===== src/rtl/wdt_pkg.sv =====
package wdt_pkg;
  localparam logic [7:0] ADDR_CLKCTL  = 8'h8E;
  localparam logic [7:0] ADDR_WDCTL   = 8'hD8;
  localparam logic [7:0] ADDR_TA      = 8'hC7;
  localparam logic [7:0] KEY_FIRST    = 8'hAA;
  localparam logic [7:0] KEY_SECOND   = 8'h55;
  localparam logic [7:0] CLKCTL_RESET = 8'h03;

  localparam int WD_RESTART_BIT = 0;
  localparam int WD_RSTEN_BIT   = 1;
  localparam int WD_FLAG_BIT    = 3;

  typedef enum logic [1:0] {
    UL_IDLE  = 2'd0,
    UL_ARMED = 2'd1,
    UL_OPEN  = 2'd2
  } unlock_state_e;
endpackage


===== src/rtl/wdt_unlock.sv =====
module wdt_unlock
  import wdt_pkg::*;
#(
  parameter int UNLOCK_WINDOW = 3
) (
  input  logic       clk,
  input  logic       rst,
  input  logic       we,
  input  logic [7:0] addr,
  input  logic [7:0] wdata,
  output logic       open_o
);
  localparam int WW = $clog2(UNLOCK_WINDOW + 1);

  unlock_state_e state_q;
  logic [WW-1:0] win_q;

  logic key1_wr, key2_wr, prot_wr;
  assign key1_wr = we && addr == ADDR_TA && wdata == KEY_FIRST;
  assign key2_wr = we && addr == ADDR_TA && wdata == KEY_SECOND;
  assign prot_wr = we && addr == ADDR_WDCTL;
  assign open_o  = state_q == UL_OPEN;

  always_ff @(posedge clk) begin
    if (rst) begin
      state_q <= UL_IDLE;
      win_q   <= '0;
    end else begin
      case (state_q)
        UL_IDLE: if (key1_wr) state_q <= UL_ARMED;
        UL_ARMED: begin
          if (key2_wr) begin
            state_q <= UL_OPEN;
            win_q   <= WW'(UNLOCK_WINDOW);
          end else if (key1_wr) begin
            state_q <= UL_ARMED;
          end else if (we) begin
            state_q <= UL_IDLE;
          end
        end
        UL_OPEN: begin
          if (prot_wr) begin
            state_q <= UL_IDLE;
          end else if (key1_wr) begin
            state_q <= UL_ARMED;
          end else if (win_q == WW'(1)) begin
            state_q <= UL_IDLE;
          end else begin
            win_q <= win_q - 1'b1;
          end
        end
        default: state_q <= UL_IDLE;
      endcase
    end
  end

  // the open window never exceeds its configured length
  a_r7_window_bounded: assert property (@(posedge clk) disable iff (rst)
    open_o |-> (win_q != '0 && win_q <= WW'(UNLOCK_WINDOW)));

  // the window can only open from the armed state
  a_r8_open_needs_armed: assert property (@(posedge clk) disable iff (rst)
    (state_q == UL_IDLE) |=> (state_q != UL_OPEN));
endmodule


===== src/rtl/wdt_timer.sv =====
module wdt_timer #(
  parameter int BASE_LOG2 = 17,
  parameter int STEP_LOG2 = 3,
  parameter int RST_DELAY = 512
) (
  input  logic       clk,
  input  logic       rst,
  input  logic       restart,
  input  logic [1:0] sel_in,
  input  logic       rst_en,
  output logic       expire_o,
  output logic       wd_rst_o
);
  localparam int CW = BASE_LOG2 + 3 * STEP_LOG2;
  localparam int DW = $clog2(RST_DELAY + 1);

  logic [CW-1:0] cnt_q;
  logic [1:0]    sel_q;
  logic          dly_on_q;
  logic [DW-1:0] dly_q;
  logic [CW:0]   limit;
  logic          cnt_last;

  always_comb begin
    limit = (CW + 1)'(1) << (BASE_LOG2 + STEP_LOG2 * int'(sel_q));
  end
  assign cnt_last = cnt_q == CW'(limit - 1'b1);
  assign expire_o = cnt_last && !restart;

  always_ff @(posedge clk) begin
    if (rst) begin
      cnt_q    <= '0;
      sel_q    <= '0;
      dly_on_q <= 1'b0;
      dly_q    <= '0;
      wd_rst_o <= 1'b0;
    end else begin
      wd_rst_o <= 1'b0;
      if (restart) begin
        cnt_q    <= '0;
        sel_q    <= sel_in;
        dly_on_q <= 1'b0;
        dly_q    <= '0;
      end else begin
        if (dly_on_q) begin
          if (dly_q == DW'(RST_DELAY - 1)) begin
            dly_on_q <= 1'b0;
            wd_rst_o <= 1'b1;
          end else begin
            dly_q <= dly_q + 1'b1;
          end
        end
        if (cnt_last) begin
          cnt_q <= '0;
          sel_q <= sel_in;
          if (rst_en) begin
            dly_on_q <= 1'b1;
            dly_q    <= '0;
          end
        end else begin
          cnt_q <= cnt_q + 1'b1;
        end
      end
    end
  end

  // the reset pulse lasts one clock
  a_r4_rst_one_cycle: assert property (@(posedge clk) disable iff (rst)
    wd_rst_o |=> !wd_rst_o);

  // a reset pulse always comes out of a running countdown
  a_r4_rst_from_countdown: assert property (@(posedge clk) disable iff (rst)
    $rose(wd_rst_o) |-> $past(dly_on_q));

  // a restart leaves a cleared counter and no countdown
  a_r10_restart_clears: assert property (@(posedge clk) disable iff (rst)
    restart |=> (cnt_q == '0 && !dly_on_q && !wd_rst_o));
endmodule


===== src/rtl/wdt_core.sv =====
module wdt_core
  import wdt_pkg::*;
#(
  parameter int BASE_LOG2     = 17,
  parameter int STEP_LOG2     = 3,
  parameter int RST_DELAY     = 512,
  parameter int UNLOCK_WINDOW = 3
) (
  input  logic       clk,
  input  logic       rst,
  input  logic [7:0] sfr_addr,
  input  logic [7:0] sfr_wdata,
  input  logic       sfr_we,
  output logic [7:0] sfr_rdata,
  output logic       wdog_irq,
  output logic       wdog_rst
);
  logic [1:0] sel_q;
  logic [2:0] md_q;
  logic       rsten_q;
  logic       flag_q;
  logic       ta_open;
  logic       expire;
  logic       wr_clk, wr_wd_ok, restart;

  assign wr_clk   = sfr_we && sfr_addr == ADDR_CLKCTL;
  assign wr_wd_ok = sfr_we && sfr_addr == ADDR_WDCTL && ta_open;
  assign restart  = wr_wd_ok && sfr_wdata[WD_RESTART_BIT];

  wdt_unlock #(.UNLOCK_WINDOW(UNLOCK_WINDOW)) u_unlock (
    .clk   (clk),
    .rst   (rst),
    .we    (sfr_we),
    .addr  (sfr_addr),
    .wdata (sfr_wdata),
    .open_o(ta_open)
  );

  wdt_timer #(
    .BASE_LOG2(BASE_LOG2),
    .STEP_LOG2(STEP_LOG2),
    .RST_DELAY(RST_DELAY)
  ) u_timer (
    .clk     (clk),
    .rst     (rst),
    .restart (restart),
    .sel_in  (sel_q),
    .rst_en  (rsten_q),
    .expire_o(expire),
    .wd_rst_o(wdog_rst)
  );

  always_ff @(posedge clk) begin
    if (rst) begin
      sel_q     <= CLKCTL_RESET[7:6];
      md_q      <= CLKCTL_RESET[2:0];
      rsten_q   <= 1'b0;
      flag_q    <= 1'b0;
      sfr_rdata <= '0;
    end else begin
      if (wr_clk) begin
        sel_q <= sfr_wdata[7:6];
        md_q  <= sfr_wdata[2:0];
      end
      if (wr_wd_ok) rsten_q <= sfr_wdata[WD_RSTEN_BIT];
      if (expire) flag_q <= 1'b1;
      else if (wr_wd_ok) flag_q <= sfr_wdata[WD_FLAG_BIT];
      case (sfr_addr)
        ADDR_CLKCTL: sfr_rdata <= {sel_q, 3'b000, md_q};
        ADDR_WDCTL:  sfr_rdata <= {4'b0000, flag_q, 1'b0, rsten_q, 1'b0};
        default:     sfr_rdata <= '0;
      endcase
    end
  end

  assign wdog_irq = flag_q;

  // a write without an open unlock leaves reset-enable unchanged
  a_r6_locked_write_ignored: assert property (@(posedge clk) disable iff (rst)
    (sfr_we && sfr_addr == ADDR_WDCTL && !ta_open && !$past(rst)) |=> $stable(rsten_q));

  // the flag rises only on expiry or on an accepted protected write
  a_r3_flag_source: assert property (@(posedge clk) disable iff (rst)
    $rose(wdog_irq) |-> ($past(expire) || $past(wr_wd_ok)));

  // unused clock-control bits read zero
  a_r2_unused_zero: assert property (@(posedge clk) disable iff (rst)
    (!$past(rst) && $past(sfr_addr) == ADDR_CLKCTL) |-> (sfr_rdata[5:3] == 3'b000));
endmodule


===== config.mk =====
export PLATFORM = sky130hd
export DESIGN_NAME = wdt_core
export DESIGN_NICKNAME = d
export VERILOG_FILES = /design/src/rtl/wdt_pkg.sv /design/src/rtl/wdt_unlock.sv /design/src/rtl/wdt_timer.sv /design/src/rtl/wdt_core.sv
export SDC_FILE = /design/constraint.sdc
export NUM_CORES = 1
export LEC_CHECK = 0
export ABC_CLOCK_PERIOD_IN_PS = 10300
export BUFFER_PORTS_ARGS = -buffer_cell sky130_fd_sc_hd__buf_2
export CAP_MARGIN = 25
export CORE_MARGIN = 2
export CORE_UTILIZATION = 64
export CTS_CLUSTER_DIAMETER = 100
export CTS_CLUSTER_SIZE = 12
export DETAILED_ROUTE_END_ITERATION = 8
export GPL_TIMING_DRIVEN = 0
export PLACE_DENSITY_LB_ADDON = 0.08
export SLEW_MARGIN = 30
export SYNTH_ARGS = -nofsm -noshare
export SYNTH_HDL_FRONTEND = slang
export SYNTH_SLANG_ARGS = --single-unit

===== constraint.sdc =====
create_clock -name clk -period 10.3 [get_ports clk]
set_clock_uncertainty 0.05 [all_clocks]
set_input_delay 1.545 -clock clk [delete_from_list [all_inputs] [get_ports clk]]
set_output_delay 1.545 -clock clk [all_outputs]
set_load 0.05 [all_outputs]

==> impl_metrics.csv <==
group,metric,value,unit
outcome,status,"completed",
die,initial_utilization,65.33,%
logic_synthesis,synth-simple-area-share,26.62,%
timing,hold_viol,0,
timing,slew_headroom,50.28,%
logic_synthesis,synth.most_common_cell,"dfxtp_1",
power,p_total,0.4515,mW
logic_synthesis,synth-xor-area-share,11.32,%
timing,holdWs,0.4321,ns
logic_synthesis,synthCells,383,
logic_synthesis,yosys-top-cells-area,"dfxtp_1 (35%), ha_1 (6.1%), nor3_1 (5.8%)",
logic_synthesis,ys.flop_type,"dfxtp_1",
logic_synthesis,synthTopCellsByCount,"dfxtp_1 (57), nor3_1 (38), nand2_1 (24), nor2_1 (24), inv_1 (21)",
cells_and_area,n_fill_cell,406,
power,cellPowerDensity,121.6,nW/um^2
die,die_w,75.75,um
power,p_leak,1.438,nW
logic_synthesis,seq_area_frac_synth,34.64,%
logic_synthesis,yosysTopAreaCell,"dfxtp_1",
grt,grt_max_degree,11,
grt,grt_pass1_wl,11790,um
die,die_y,75.75,um
logic_synthesis,synth_fa_ha_area_share,6.077,%
timing,setup_viol,0,
clock_tree,h-tree-depth,3,
logic_synthesis,synth-compound-area-share,12.61,%
logic_synthesis,synth-seq-cells,57,
cells_and_area,drive_gt1_share,12.97,%
timing,slew_violations,0,
timing,fmax,261.6,MHz
clock_tree,clk_path_buf_depth,2,
cells_and_area,area_delta_synth_final,12.69,%
clock_tree,postCtsHoldBufs,0,
grt,grt_antenna_before_repair,0,
timing,worst_slew_pin_slew,0.7408,ns
timing,period_share,37.12,%
cells_and_area,diodes,0,
placement,dp.final_hpwl,5219,um
die,rows,26,
clock_tree,cts_tree,"done",
clock_tree,post_cts_buffers,0,
placement,place_area,3511,sq um
drt,routed_wl,7396,um
logic_synthesis,ys_warn_count,0,
logic_synthesis,synth_top_family_by_area,"simple AND/OR/NAND/NOR gates",
drt,firstDrtPassIters,5,
drt,drtIter0Drc,156,
drt,drc,0,
cells_and_area,postLayoutCellArea,3712,sq um
logic_synthesis,async_flop_share,0,%
cells_and_area,layout.nets,455,
worst_setup_path,cp-start-kind,"flop",
drt,wire_per_inst,14.97,um
power,ir_drop,0.0001082,V
timing,fin_setup_tns,0,ns
worst_setup_path,worstSetupEndpointType,"flop",
die,core_area,5042,sq um
logic_synthesis,avgSynthCellArea,8.602,sq um
clock_tree,clock_sinks,57,
logic_synthesis,synth_edf_count,0,
timing,fin_crit,3.823,ns
placement,place.gp.congestion,0.8206,
logic_synthesis,yosysTopAreaCellShare,34.64,%
drt,vias,2899,
timing,rsz0062_at_grt,"false",
die,dieArea,5737,sq um
logic_synthesis,yosysUniqueCellTypes,59,
grt,grt-ovfl-total,0,
drt,ant_nets,0,
clock_tree,cts_buffers,9,
worst_setup_path,crit_arrival,3.97,ns
logic_synthesis,syn-cell-area,3294,sq um
die,io_pins,29,
worst_setup_path,cp_max_fo,10,
run,cap_viol_max_count,0,
clock_tree,clkTransAtPathRegs,0.07,ns
clock_tree,clkLatencyLatePin,0.34,ns
worst_setup_path,worstSetupPathType,"reg -> reg",
clock_tree,cts.repair.resized,0,
placement,portBuffers,25,
grt,grt_use_total,27.55,%
worst_setup_path,required,10.45,ns
min_path,hold_class,"reg -> reg",
logic_synthesis,synth.area.mux_share,2.773,%
grt,grt_pass1_vias,2543,
clock_tree,cts_root_buf,"clkbuf_8",
drt,avgViaCountPerCell,5.868,
==> cell usage in the layout, fill, tap and decap left out, drive strengths merged, types with 13 or more instances in the layout <==
cell    Yosys  routed
nor3       39      39
nand2      24      24
dfxtp      57      57
xnor2      20      20
nand3      13      13
clkbuf     13      25
buf         8      33
ha         16      16
nor2       24      24
xor2       20      20
inv        21      21
==> flip-flops by register name (all words and copies together) (netlist names) <==
name,cells
sfr_rdata,6
md_q,3
u_timer.dly_q,10
u_timer.wd_rst_o,1
u_unlock.win_q,2
u_unlock.state_q,2
u_timer.sel_q,2
u_timer.dly_on_q,1
sel_q,2
u_timer.cnt_q,26
rsten_q,1
wdog_irq,1
==> worst max-delay path, cell delays in order, from the launching register on <==
cell and delay [ns]:
dfxtp_1 0.49, inv_1 0.17, ha_1 0.31, buf_2 0.17
nor2_1 0.15, nand2_1 0.08, ha_1 0.21, buf_2 0.19
xnor2_1 0.16, a221oi_1 0.26, o211ai_1 0.14, a221o_1 0.46
nor3_4 0.52, buf_6 0.23, a211oi_1 0.09
==> per-layer routing <==
| layer | vias up | GRT usage (%) | routed length [um] |
|---|---|---|---|
| met2 | 72 | 46.84 | 3595 |
| li1 | 1451 | - | - |
| met4 | 0 | 10.14 | 124 |
| met3 | 17 | 8.466 | 318 |
| met5 | - | 0 | 0 |
| met1 | 1359 | 32.65 | 3358 |
==> where the power goes <==
part           internal, mW  total [mW]  switching (mW)
Combinational       0.00669      0.0174          0.0107
Clock                 0.123       0.211          0.0886
Sequential            0.221       0.223         0.00130
Total                 0.351       0.452           0.101
==> path summary, 6_finish.rpt <==
kind	cells past startpoint	from	end	slack [ns]
hold reg to reg	1	md_q[2]	sfr_rdata[2]	0.43
setup / recovery	14	u_timer.sel_q[0]	u_timer.dly_q[5]	6.48
setup reg to reg	14	u_timer.sel_q[0]	u_timer.dly_q[5]	6.48
hold / removal	1	md_q[2]	sfr_rdata[2]	0.43
==> area by class of cell <==
cell class                      count  area [sq um]  area share (%)
Multi-Input combinational cell    285          1971           53.08
Clock inverter                      3         40.04           1.079
Sequential cell                    57          1141           30.74
Tap cell                           70         87.58           2.359
Clock buffer                       12         155.1           4.179
Timing Repair Buffer               25         125.1           3.370
Inverter                           21         78.83           2.123
Buffer                             21         113.9           3.067
==> logic make-up (layout without fill, tap and decap cells) <==
kind of cell,count (synthesis),after routing
adders and majority gates,16,16
other,1,2
xor gates and xnor gates,41,41
muxes,9,9
and+or+nand+nor,159,159
DFF,57,57
AOI/OAI and AO/OA,58,58
buffers and inverters,42,82
==> metrics by stage <==
step | worst slack [ns] | utilization [%] | std cells
floorplan | 6.898 | - | 384
global placement | 6.377 | 69.63 | 479
detailed placement | 6.297 | 69.63 | 479
CTS | 6.493 | 73.50 | 494
global route | 6.278 | 73.62 | 494
finish | 6.477 | 73.62 | 494
(Power assumes the default switching activity.)
